===== src/rtl/icu_pkg.sv =====
package icu_pkg;
  localparam int ID_W = 10;
  localparam logic [ID_W-1:0] NONE_ID = 10'd1023;

  localparam logic [11:0] OFF_CTRL   = 12'h000;
  localparam logic [11:0] OFF_EN_SET = 12'h030;
  localparam logic [11:0] OFF_EN_CLR = 12'h034;
  localparam logic [11:0] OFF_ROUTE  = 12'h100;
  localparam logic [11:0] OFF_ACK    = 12'h044;
  localparam logic [11:0] OFF_MASK   = 12'h048;
  localparam logic [11:0] OFF_UNMASK = 12'h04C;

  typedef enum logic {WIN_GLOBAL = 1'b0, WIN_CPU = 1'b1} win_e;
endpackage


===== src/rtl/icu_gate_array.sv =====
module icu_gate_array #(
  parameter int NUM_CPUS  = 4,
  parameter int NUM_SRC   = 40,
  parameter int PRIV_LAST = 28,
  parameter int ADDR_W    = 12,
  parameter int CPU_W     = 2
) (
  input  logic                               clk_i,
  input  logic                               rst_ni,
  input  logic                               en_set_i,
  input  logic                               en_clr_i,
  input  logic                               msk_set_i,
  input  logic                               msk_clr_i,
  input  logic [icu_pkg::ID_W-1:0]           num_i,
  input  logic [CPU_W-1:0]                   cpu_i,
  input  logic                               route_we_i,
  input  logic [ADDR_W-1:0]                  route_sel_i,
  input  logic [NUM_CPUS-1:0]                route_i,
  output logic [NUM_SRC-1:0]                 en_o,
  output logic [NUM_CPUS-1:0][NUM_SRC-1:0]   unmask_o
);
  import icu_pkg::*;

  for (genvar n = 0; n < NUM_SRC; n++) begin : g_src
    localparam logic [ID_W-1:0]   NUM_ID = ID_W'(n);
    localparam logic [ADDR_W-1:0] NUM_AD = ADDR_W'(n);
    localparam bit SHARED = (n > PRIV_LAST);
    logic hit;
    assign hit = (num_i == NUM_ID);

    always_ff @(posedge clk_i or negedge rst_ni) begin
      if (!rst_ni)                  en_o[n] <= 1'b0;
      else if (en_set_i && hit)     en_o[n] <= 1'b1;
      else if (en_clr_i && hit)     en_o[n] <= 1'b0;
    end

    for (genvar c = 0; c < NUM_CPUS; c++) begin : g_cpu
      logic own;
      assign own = hit && (cpu_i == CPU_W'(c));
      always_ff @(posedge clk_i or negedge rst_ni) begin
        if (!rst_ni)                                        unmask_o[c][n] <= 1'b0;
        else if (msk_set_i && own)                          unmask_o[c][n] <= 1'b0;
        else if (msk_clr_i && own)                          unmask_o[c][n] <= 1'b1;
        else if (SHARED && route_we_i && route_sel_i == NUM_AD) unmask_o[c][n] <= route_i[c];
      end
    end
  end
endmodule


===== src/rtl/icu_pick.sv =====
module icu_pick #(
  parameter int NUM_SRC = 40
) (
  input  logic [NUM_SRC-1:0]        vec_i,
  output logic                      found_o,
  output logic [icu_pkg::ID_W-1:0]  id_o
);
  import icu_pkg::*;

  // Scan downward so the lowest set index is written last
  always_comb begin
    found_o = 1'b0;
    id_o    = NONE_ID;
    for (int i = NUM_SRC - 1; i >= 0; i--) begin
      if (vec_i[i]) begin
        found_o = 1'b1;
        id_o    = ID_W'(i);
      end
    end
  end
endmodule


===== src/rtl/icu_two_level.sv =====
module icu_two_level #(
  parameter int NUM_CPUS  = 4,
  parameter int NUM_SRC   = 40,
  parameter int PRIV_LAST = 28,
  parameter int ADDR_W    = 12,
  localparam int CPU_W    = (NUM_CPUS > 1) ? $clog2(NUM_CPUS) : 1
) (
  input  logic                clk_i,
  input  logic                rst_ni,
  input  logic                req_i,
  input  logic                we_i,
  input  logic                win_i,
  input  logic [ADDR_W-1:0]   addr_i,
  input  logic [31:0]         wdata_i,
  input  logic [CPU_W-1:0]    cpu_id_i,
  output logic [31:0]         rdata_o,
  input  logic [NUM_SRC-1:0]  src_i,
  input  logic [NUM_CPUS-1:0] ipi_db_i,
  input  logic [NUM_CPUS-1:0] msi_db_i,
  output logic [NUM_CPUS-1:0] irq_o
);
  import icu_pkg::*;

  localparam logic [ADDR_W-1:0] A_CTRL   = ADDR_W'(OFF_CTRL);
  localparam logic [ADDR_W-1:0] A_EN_SET = ADDR_W'(OFF_EN_SET);
  localparam logic [ADDR_W-1:0] A_EN_CLR = ADDR_W'(OFF_EN_CLR);
  localparam logic [ADDR_W-1:0] A_ROUTE  = ADDR_W'(OFF_ROUTE);
  localparam logic [ADDR_W-1:0] A_ACK    = ADDR_W'(OFF_ACK);
  localparam logic [ADDR_W-1:0] A_MASK   = ADDR_W'(OFF_MASK);
  localparam logic [ADDR_W-1:0] A_UNMASK = ADDR_W'(OFF_UNMASK);
  localparam logic [31:0] CTRL_VAL = 32'(NUM_SRC) << 2;

  logic g_wr, p_wr, rd;
  logic route_hit;
  logic [ADDR_W-1:0] route_sel;
  logic [NUM_SRC-1:0] en_q;
  logic [NUM_CPUS-1:0][NUM_SRC-1:0] unmask_q;
  logic [NUM_CPUS-1:0][NUM_SRC-1:0] deliv;
  logic [NUM_CPUS-1:0][ID_W-1:0] ack_id;
  logic [NUM_CPUS-1:0] route_rd;
  logic [31:0] rd_val;

  assign g_wr = req_i && we_i && (win_i == WIN_GLOBAL);
  assign p_wr = req_i && we_i && (win_i == WIN_CPU);
  assign rd   = req_i && !we_i;
  assign route_hit = (addr_i >= A_ROUTE) && (addr_i[1:0] == 2'b00);
  assign route_sel = (addr_i - A_ROUTE) >> 2;

  icu_gate_array #(
    .NUM_CPUS(NUM_CPUS), .NUM_SRC(NUM_SRC), .PRIV_LAST(PRIV_LAST),
    .ADDR_W(ADDR_W), .CPU_W(CPU_W)
  ) i_gates (
    .clk_i      (clk_i),
    .rst_ni     (rst_ni),
    .en_set_i   (g_wr && addr_i == A_EN_SET),
    .en_clr_i   (g_wr && addr_i == A_EN_CLR),
    .msk_set_i  (p_wr && addr_i == A_MASK),
    .msk_clr_i  (p_wr && addr_i == A_UNMASK),
    .num_i      (wdata_i[ID_W-1:0]),
    .cpu_i      (cpu_id_i),
    .route_we_i (g_wr && route_hit),
    .route_sel_i(route_sel),
    .route_i    (wdata_i[NUM_CPUS-1:0]),
    .en_o       (en_q),
    .unmask_o   (unmask_q)
  );

  for (genvar c = 0; c < NUM_CPUS; c++) begin : g_cpu
    logic [NUM_SRC-1:0] pend;
    always_comb begin
      pend    = src_i;
      pend[0] = ipi_db_i[c];
      pend[1] = msi_db_i[c];
    end
    assign deliv[c] = pend & en_q & unmask_q[c];

    icu_pick #(.NUM_SRC(NUM_SRC)) i_pick (
      .vec_i  (deliv[c]),
      .found_o(irq_o[c]),
      .id_o   (ack_id[c])
    );
  end

  always_comb begin
    route_rd = '0;
    for (int n = PRIV_LAST + 1; n < NUM_SRC; n++) begin
      if (route_sel == ADDR_W'(n)) begin
        for (int c = 0; c < NUM_CPUS; c++) route_rd[c] = unmask_q[c][n];
      end
    end
  end

  always_comb begin
    rd_val = '0;
    if (win_i == WIN_GLOBAL) begin
      if (addr_i == A_CTRL)  rd_val = CTRL_VAL;
      else if (route_hit)    rd_val[NUM_CPUS-1:0] = route_rd;
    end else if (addr_i == A_ACK) begin
      rd_val[ID_W-1:0] = NONE_ID;
      for (int c = 0; c < NUM_CPUS; c++)
        if (cpu_id_i == CPU_W'(c)) rd_val[ID_W-1:0] = ack_id[c];
    end
  end

  always_ff @(posedge clk_i or negedge rst_ni) begin
    if (!rst_ni)  rdata_o <= '0;
    else if (rd)  rdata_o <= rd_val;
  end
endmodule


===== config.mk =====
export PLATFORM = sky130hd
export DESIGN_NAME = icu_two_level
export DESIGN_NICKNAME = d
export VERILOG_FILES = /design/src/rtl/icu_pkg.sv /design/src/rtl/icu_gate_array.sv /design/src/rtl/icu_pick.sv /design/src/rtl/icu_two_level.sv
export SDC_FILE = /design/constraint.sdc
export NUM_CORES = 1
export LEC_CHECK = 0
export BUFFER_PORTS_ARGS = -buffer_cell sky130_fd_sc_hd__buf_2
export CAP_MARGIN = 20
export CORE_UTILIZATION = 44
export DETAILED_ROUTE_END_ITERATION = 12
export PLACE_DENSITY = 0.65
export SLEW_MARGIN = 20
export SYNTH_ARGS = -nofsm -noshare
export SYNTH_HDL_FRONTEND = slang
export SYNTH_SLANG_ARGS = --single-unit

===== constraint.sdc =====
create_clock -name clk_i -period 2.2 [get_ports clk_i]
set_clock_uncertainty 0.2 [all_clocks]
set_input_delay 0.22 -clock clk_i [delete_from_list [all_inputs] [get_ports clk_i]]
set_output_delay 0.22 -clock clk_i [all_outputs]
set_load 0.02 [all_outputs]

==> out/summary.txt, run 1 <==
outcome = finished with violations
failing checks = hold timing, setup timing
clock sink total = 208
final net count = 2089
post-route cell area = 0.0186 mm2
hold_ws = -13.5 ps
first-pass GRT wire length = 83000 um
io pins = 135
DRC = 0
Via density = 6.36
async set-or-reset flop fraction in the synthesized netlist = 100%
# H-tree levels = 1
latest clock arrival within the worst-skew pair = 560 ps
Die H = 170 um
max-cap check violation count = 0
f_max = 363 MHz
hold crit path type = in -> async
Seq cells post-synth = 208
routed wire length = 57900 um
Worst-Margin Slew = 520 ps
final setup vio count = 12
routing usage on met1 = 52.8%
1st-iter DRT viols = 2028
Seq/Total Area, Yosys = 42.0%
fin cells = 2385
WS Path Type = reg -> out
layout cell share with drive strength beyond 1 = 39.8%
most used routing layer = met2
Critical Path RT = 1780 ps
GRT Total Usage = 38.5%
Pwr per Cell Area = 490 mW/mm2
Initial Util = 44.7%
vias in the first global route = 13917
placed insts = 2282
number of flops mapped to enable cells by yosys = 0
GRT Residual Overflow = 0
die area = 0.0288 mm2
GR Layer Usage met3 = 6.97%
DP Wirelength = 41200 um
Final ANT Viol Nets = 0
syn avg cell area = 8.22 um2
clk root buf = clkbuf_16
Area contributors post-synth = dfrtp_1 42%, a21oi_1 13%, nand3_1 7.3%
Die Wd = 170 um
Mapped Area = 0.0124 mm2
crit path max fanout = 4
fin worst setup slack = -557 ps
Rel. slew slack = 65.0%
fin crit share = 125%
Peak supply drop = 0.626 mV
Ys Warns = 0
placed cell area = 0.0161 mm2
GRT met2 Usage = 59.3%
CP Data Arrival Time = 2340 ps
Clock transition at path regs = 60 ps
area delta synth->final = 50.3%
min Tclk post-route = 2760 ps
area share of the largest cell type after synthesis = 42.0%
vias post-DR = 15161
port bufs = 88
CTS tree = done
Netlist cell types = 69
initial antenna violation count = 0
Num CTS Buffers = 25
Pins Over Slew Limit = 0
largest net degree at the start of global routing = 47
row count = 61
Startpoint Class = flip-flop
Leak Pwr = 8.72 nW
Core Footprint = 0.0277 mm2
gpl congestion = 1.09
drt pass-1 iters = 6
Worst Setup End Kind = output port
Post-synth top flop = dfrtp_1
Synth area leader = dfrtp_1
worst-case clock buffer depth = 3
DR WL/cell = 24.3 um
Mapped Cells = 1507
Fin. Hold Viols = 13
RSZ-0062 raised after global routing = true
cell type report:
type / count / area (um2)
repair buffers: 527 / 4120
inverters: 7 / 26.3
well taps: 378 / 473
fillers: 2230 / 9090
clock inverters: 11 / 204
clock buffers: 32 / 712
multi-input cells: 1221 / 7850
diodes: 1 / 2.50
flip-flops and latches: 208 / 5230
worst paths after layout:
path | start | end | slack, ps | cells past startpoint
max | i_gates.en_o[17] | irq_o[1] | -560 | 8
min | rst_ni | i_gates.unmask_o[42] | -10 | 2
max reg2reg | i_gates.en_o[33] | rdata_o[3] | -260 | 11
min reg2reg | rdata_o[7] | rdata_o[7] | 310 | 2
max in group asynchronous | rst_ni | i_gates.en_o[9] | 1180 | 3
min in group clk_i | addr_i[5] | rdata_o[7] | 30 | 5
stage by stage:
| step | TNS (ps) | utilization (%) | worst slack, ps | total power [W] |
|---|---|---|---|---|
| final | -3350 | 67.2 | -557 | 0.00912 |
| after global routing | -3830 | 67.2 | -560 | 0.00933 |
| after CTS | -2390 | 63.3 | -481 | 0.00909 |
| after detailed placement | -35680 | 58.0 | -543 | 0.00447 |
| after global placement | -24080 | 58.0 | -457 | 0.00446 |
| after floorplan | -231 | - | -57.9 | 0.00411 |
repair_timing:
action,CTS,global route
gates resized for setup,78,186
pin swaps,40,88
setup endpoints to repair,12,24
hold endpoints to repair,211,0
buffers inserted,28,39
hold buffers,4,0
gates cloned,0,1
layout by cell type (no fill, tap or decap), types with 11 or more instances in the layout:
| master | Yosys | layout |
|---|---|---|
| buf_2 | 19 | 83 |
| nand3_2 | 0 | 62 |
| buf_6 | 0 | 29 |
| dfrtp_2 | 0 | 16 |
| nor2_4 | 11 | 18 |
| nand3_1 | 181 | 105 |
| nand3_4 | 1 | 15 |
| clkbuf_16 | 0 | 25 |
| nand2b_1 | 38 | 37 |
| nor2b_1 | 23 | 21 |
| nor2_1 | 85 | 74 |
| nand2_1 | 147 | 143 |
| nor3_1 | 17 | 11 |
| a22o_1 | 24 | 24 |
| conb_1 | 1 | 22 |
| o21ai_1 | 5 | 17 |
| a21oi_1 | 330 | 323 |
| buf_12 | 0 | 20 |
| buf_4 | 29 | 390 |
| o21ai_0 | 104 | 85 |
| dfrtp_1 | 208 | 192 |
| mux2_2 | 15 | 15 |
| nand4_1 | 46 | 46 |
cells in the mapped netlist (10+ instances only):
cell type,instances
a21oi_1,330
a221oi_1,10
a22o_1,24
a31oi_1,13
buf_2,19
buf_4,29
clkbuf_1,44
dfrtp_1,208
mux2_2,15
nand2_1,147
nand2b_1,38
nand3_1,181
nand4_1,46
nor2_1,85
nor2_4,11
nor2b_1,23
nor3_1,17
nor4_1,13
o21ai_0,104
cells by family after synthesis:
| kind of cell | Yosys count | synth area share, % |
|---|---|---|
| simple gates | 612 | 25.4 |
| compound gates | 564 | 25.9 |
| other cells | 1 | 0.0303 |
| mux | 23 | 2.58 |
| buf+inv | 99 | 4.07 |
| flops | 208 | 42.0 |
routing by layer:
| layer | vias to the layer above | share of wire, % | wire length (um) |
|---|---|---|---|
| li1 | 6562 | - | - |
| met1 | 7296 | 39 | 22600 |
| met2 | 1075 | 44 | 25400 |
| met3 | 228 | 12 | 6690 |
| met4 | 0 | 5.5 | 3180 |
| met5 | - | 0 | 0 |
power by group:
group | internal (W) | switching [W]
clock network | 0.00287 | 0.00180
logic | 0.000192 | 0.000426
registers | 0.00383 | 0.00000240
state kept, by name (all words and copies together), names as in the netlist:
signal,flops
i_gates.unmask_o,160
rdata_o,8
i_gates.en_o,40
worst max-delay path, stage by stage, from the launching register on:
cell     delay (ps)
dfrtp_1         430
buf_6           150
nand3_4          60
nand4_1         290
nor4_4          340
buf_4           170
nand3_4          90
buf_6           130
buf_6           120
Note: power is estimated with default switching activity, not from simulation.
==> run 2: changes to the inputs <==
Settings changed: SKIP_CTS_REPAIR_TIMING from default to 1.
==> run 2 against run 1 <==
The flow still finishes with violations (hold timing, setup timing); first-iteration DRC count down 3.0%; largest power group unchanged; register-to-register slack about the same; sequential share of layout area up 1.0 points; via count down 2.5%; combinational power down 2%; critical path depth unchanged; largest cell class unchanged; total power down 0.21%; fmax down 0.52%; design area down 3.8%; clock-buffer cell count unchanged; highest routed layer unchanged; cell count down 1.4%; setup slack worse by 14 ps.
==> out/summary.txt, run 2 (synthesis gave the netlist of run 1 again) <==
1st-iter DRT viols = 1968
Initial Util = 44.7%
Pwr per Cell Area = 508 mW/mm2
Slowest-stage cell, CP = dfrtp_1
R2R Path Start = i_gates.en_o[8]
clock sink total = 208
latest clock arrival within the worst-skew pair = 560 ps
fin worst setup slack = -571 ps
Clock transition at path regs = 60 ps
GRT met2 Usage = 58.7%
Die Wd = 170 um
Rel. slew slack = 66.7%
die area = 0.0288 mm2
Worst R2R Path Depth = 9
final setup vio count = 12
Peak supply drop = 0.619 mV
initial antenna violation count = 0
CP cell instances = buf_6, nand3_4, nand4_1, buf_4, a2111oi_4, buf_4, nand4_1, buf_6
GR Layer Usage met3 = 7.56%
Crit path largest cell delay = 410 ps
WS Path Type = reg -> out
Num CTS Buffers = 25
reg2reg setup slack = -260 ps
Startpoint Class = flip-flop
crit path max fanout = 3
Antenna Diode Count = 0
DR WL/cell = 23.7 um
port bufs = 88
family with the most delay on the worst path = buffers and inverters
most used routing layer = met2
outcome = finished with violations
Filler cells = 2339
final net count = 2057
Fin. Hold Viols = 1
internal power component = 0.00689 W
Critical Path RT = 1780 ps
vias in the first global route = 13690
Final ANT Viol Nets = 0
io pins = 135
worst-case clock buffer depth = 3
DRC = 0
switching share of power = 24.3%
first-pass GRT wire length = 81700 um
FF+latch area = 0.00521 mm2
gpl congestion = 1.09
GRT Total Usage = 37.8%
instance count on the critical path = 8
Largest regs = i_gates.unmask_o (160), i_gates.en_o (40), rdata_o (8)
multi-input combinational cell area = 0.00744 mm2
final core utilization = 64.7%
min Tclk post-route = 2770 ps
CP Buf/Inv Count = 4
GRT Residual Overflow = 0
CP Data Arrival Time = 2350 ps
hold_ws = -2.99 ps
fin crit share = 126%
# H-tree levels = 1
Clock power frac = 51.3%
vias post-DR = 14781
RSZ-0062 raised after global routing = true
crit path launch = i_gates.en_o[33]
r2r endpoint = rdata_o[4]
max-cap check violation count = 0
failing checks = hold timing, setup timing
Sequential Power Share = 42.1%
f_max = 361 MHz
Pins Over Slew Limit = 0
max reg flops = 160
Worst-Margin Slew = 494 ps
CTS tree = done
area delta synth->final = 44.6%
Leak Pwr = 8.49 nW
most common cell after layout, fill and taps aside = buf_4
layout cell share with drive strength beyond 1 = 35.7%
routing usage on met1 = 51.8%
Worst Setup End Kind = output port
drt pass-1 iters = 6
Total Power = 0.00910 W
Worst Setup EP = irq_o[3]
Biggest register = i_gates.unmask_o
Core Footprint = 0.0277 mm2
clk root buf = clkbuf_16
routed wire length = 55700 um
Psw = 0.00221 W
Gate power share = 6.7%
hold crit path type = in -> async
Via density = 6.28
Die H = 170 um
largest net degree at the start of global routing = 47
row count = 61
DP Wirelength = 41200 um
most frequent cells in the layout = 368 x buf_4, 324 x a21oi_1, 201 x dfrtp_1, 145 x nand2_1, 130 x nand3_1
==> run 2: cell type report <==
type / count / share of cell area (%)
clock inverters: 11 / 1.14
inverters: 7 / 0.147
clock buffers: 32 / 3.97
flip-flops and latches: 208 / 29.1
multi-input cells: 1221 / 41.5
repair buffers: 495 / 21.5
well taps: 378 / 2.64
==> run 2: routing by layer <==
metal,wire length (um),vias up
li1,-,6492
met1,21900,7034
met2,24400,1047
met3,6470,208
met4,2860,0
met5,0,-
==> run 2: worst min-delay path by stage <==
stage	endpoint
floorplan	i_gates.en_o[0]
global placement	i_gates.unmask_o[120]
detailed placement	i_gates.unmask_o[120]
CTS	i_gates.en_o[1]
global route	i_gates.unmask_o[42]
finish	i_gates.unmask_o[42]
==> run 2: power groups by stage <==
| stage | registers, W | logic [W] | clock network (W) |
|---|---|---|---|
| floorplan | 0.00390 | 0.000204 | 0 |
| global placement | 0.00390 | 0.000561 | 0 |
| detailed placement | 0.00390 | 0.000565 | 0 |
| CTS | 0.00383 | 0.000567 | 0.00468 |
| global route | 0.00383 | 0.000639 | 0.00485 |
| finish | 0.00383 | 0.000606 | 0.00467 |
==> run 2: through the flow <==
step / setup WS (ps) / area (um2) / cells / hold WS (ps) / setup TNS (ps)
2_1_floorplan: -57.9 / 12500 / 1528 / -276 / -231
3_3_place_gp: -457 / 16100 / 2282 / 10.7 / -24080
3_5_place_dp: -543 / 16100 / 2282 / 9.84 / -35680
4_1_cts: -674 / 17000 / 2325 / -562 / -4260
5_1_grt: -611 / 17900 / 2352 / 39.7 / -3790
6_report: -571 / 17900 / 2352 / -2.99 / -2950
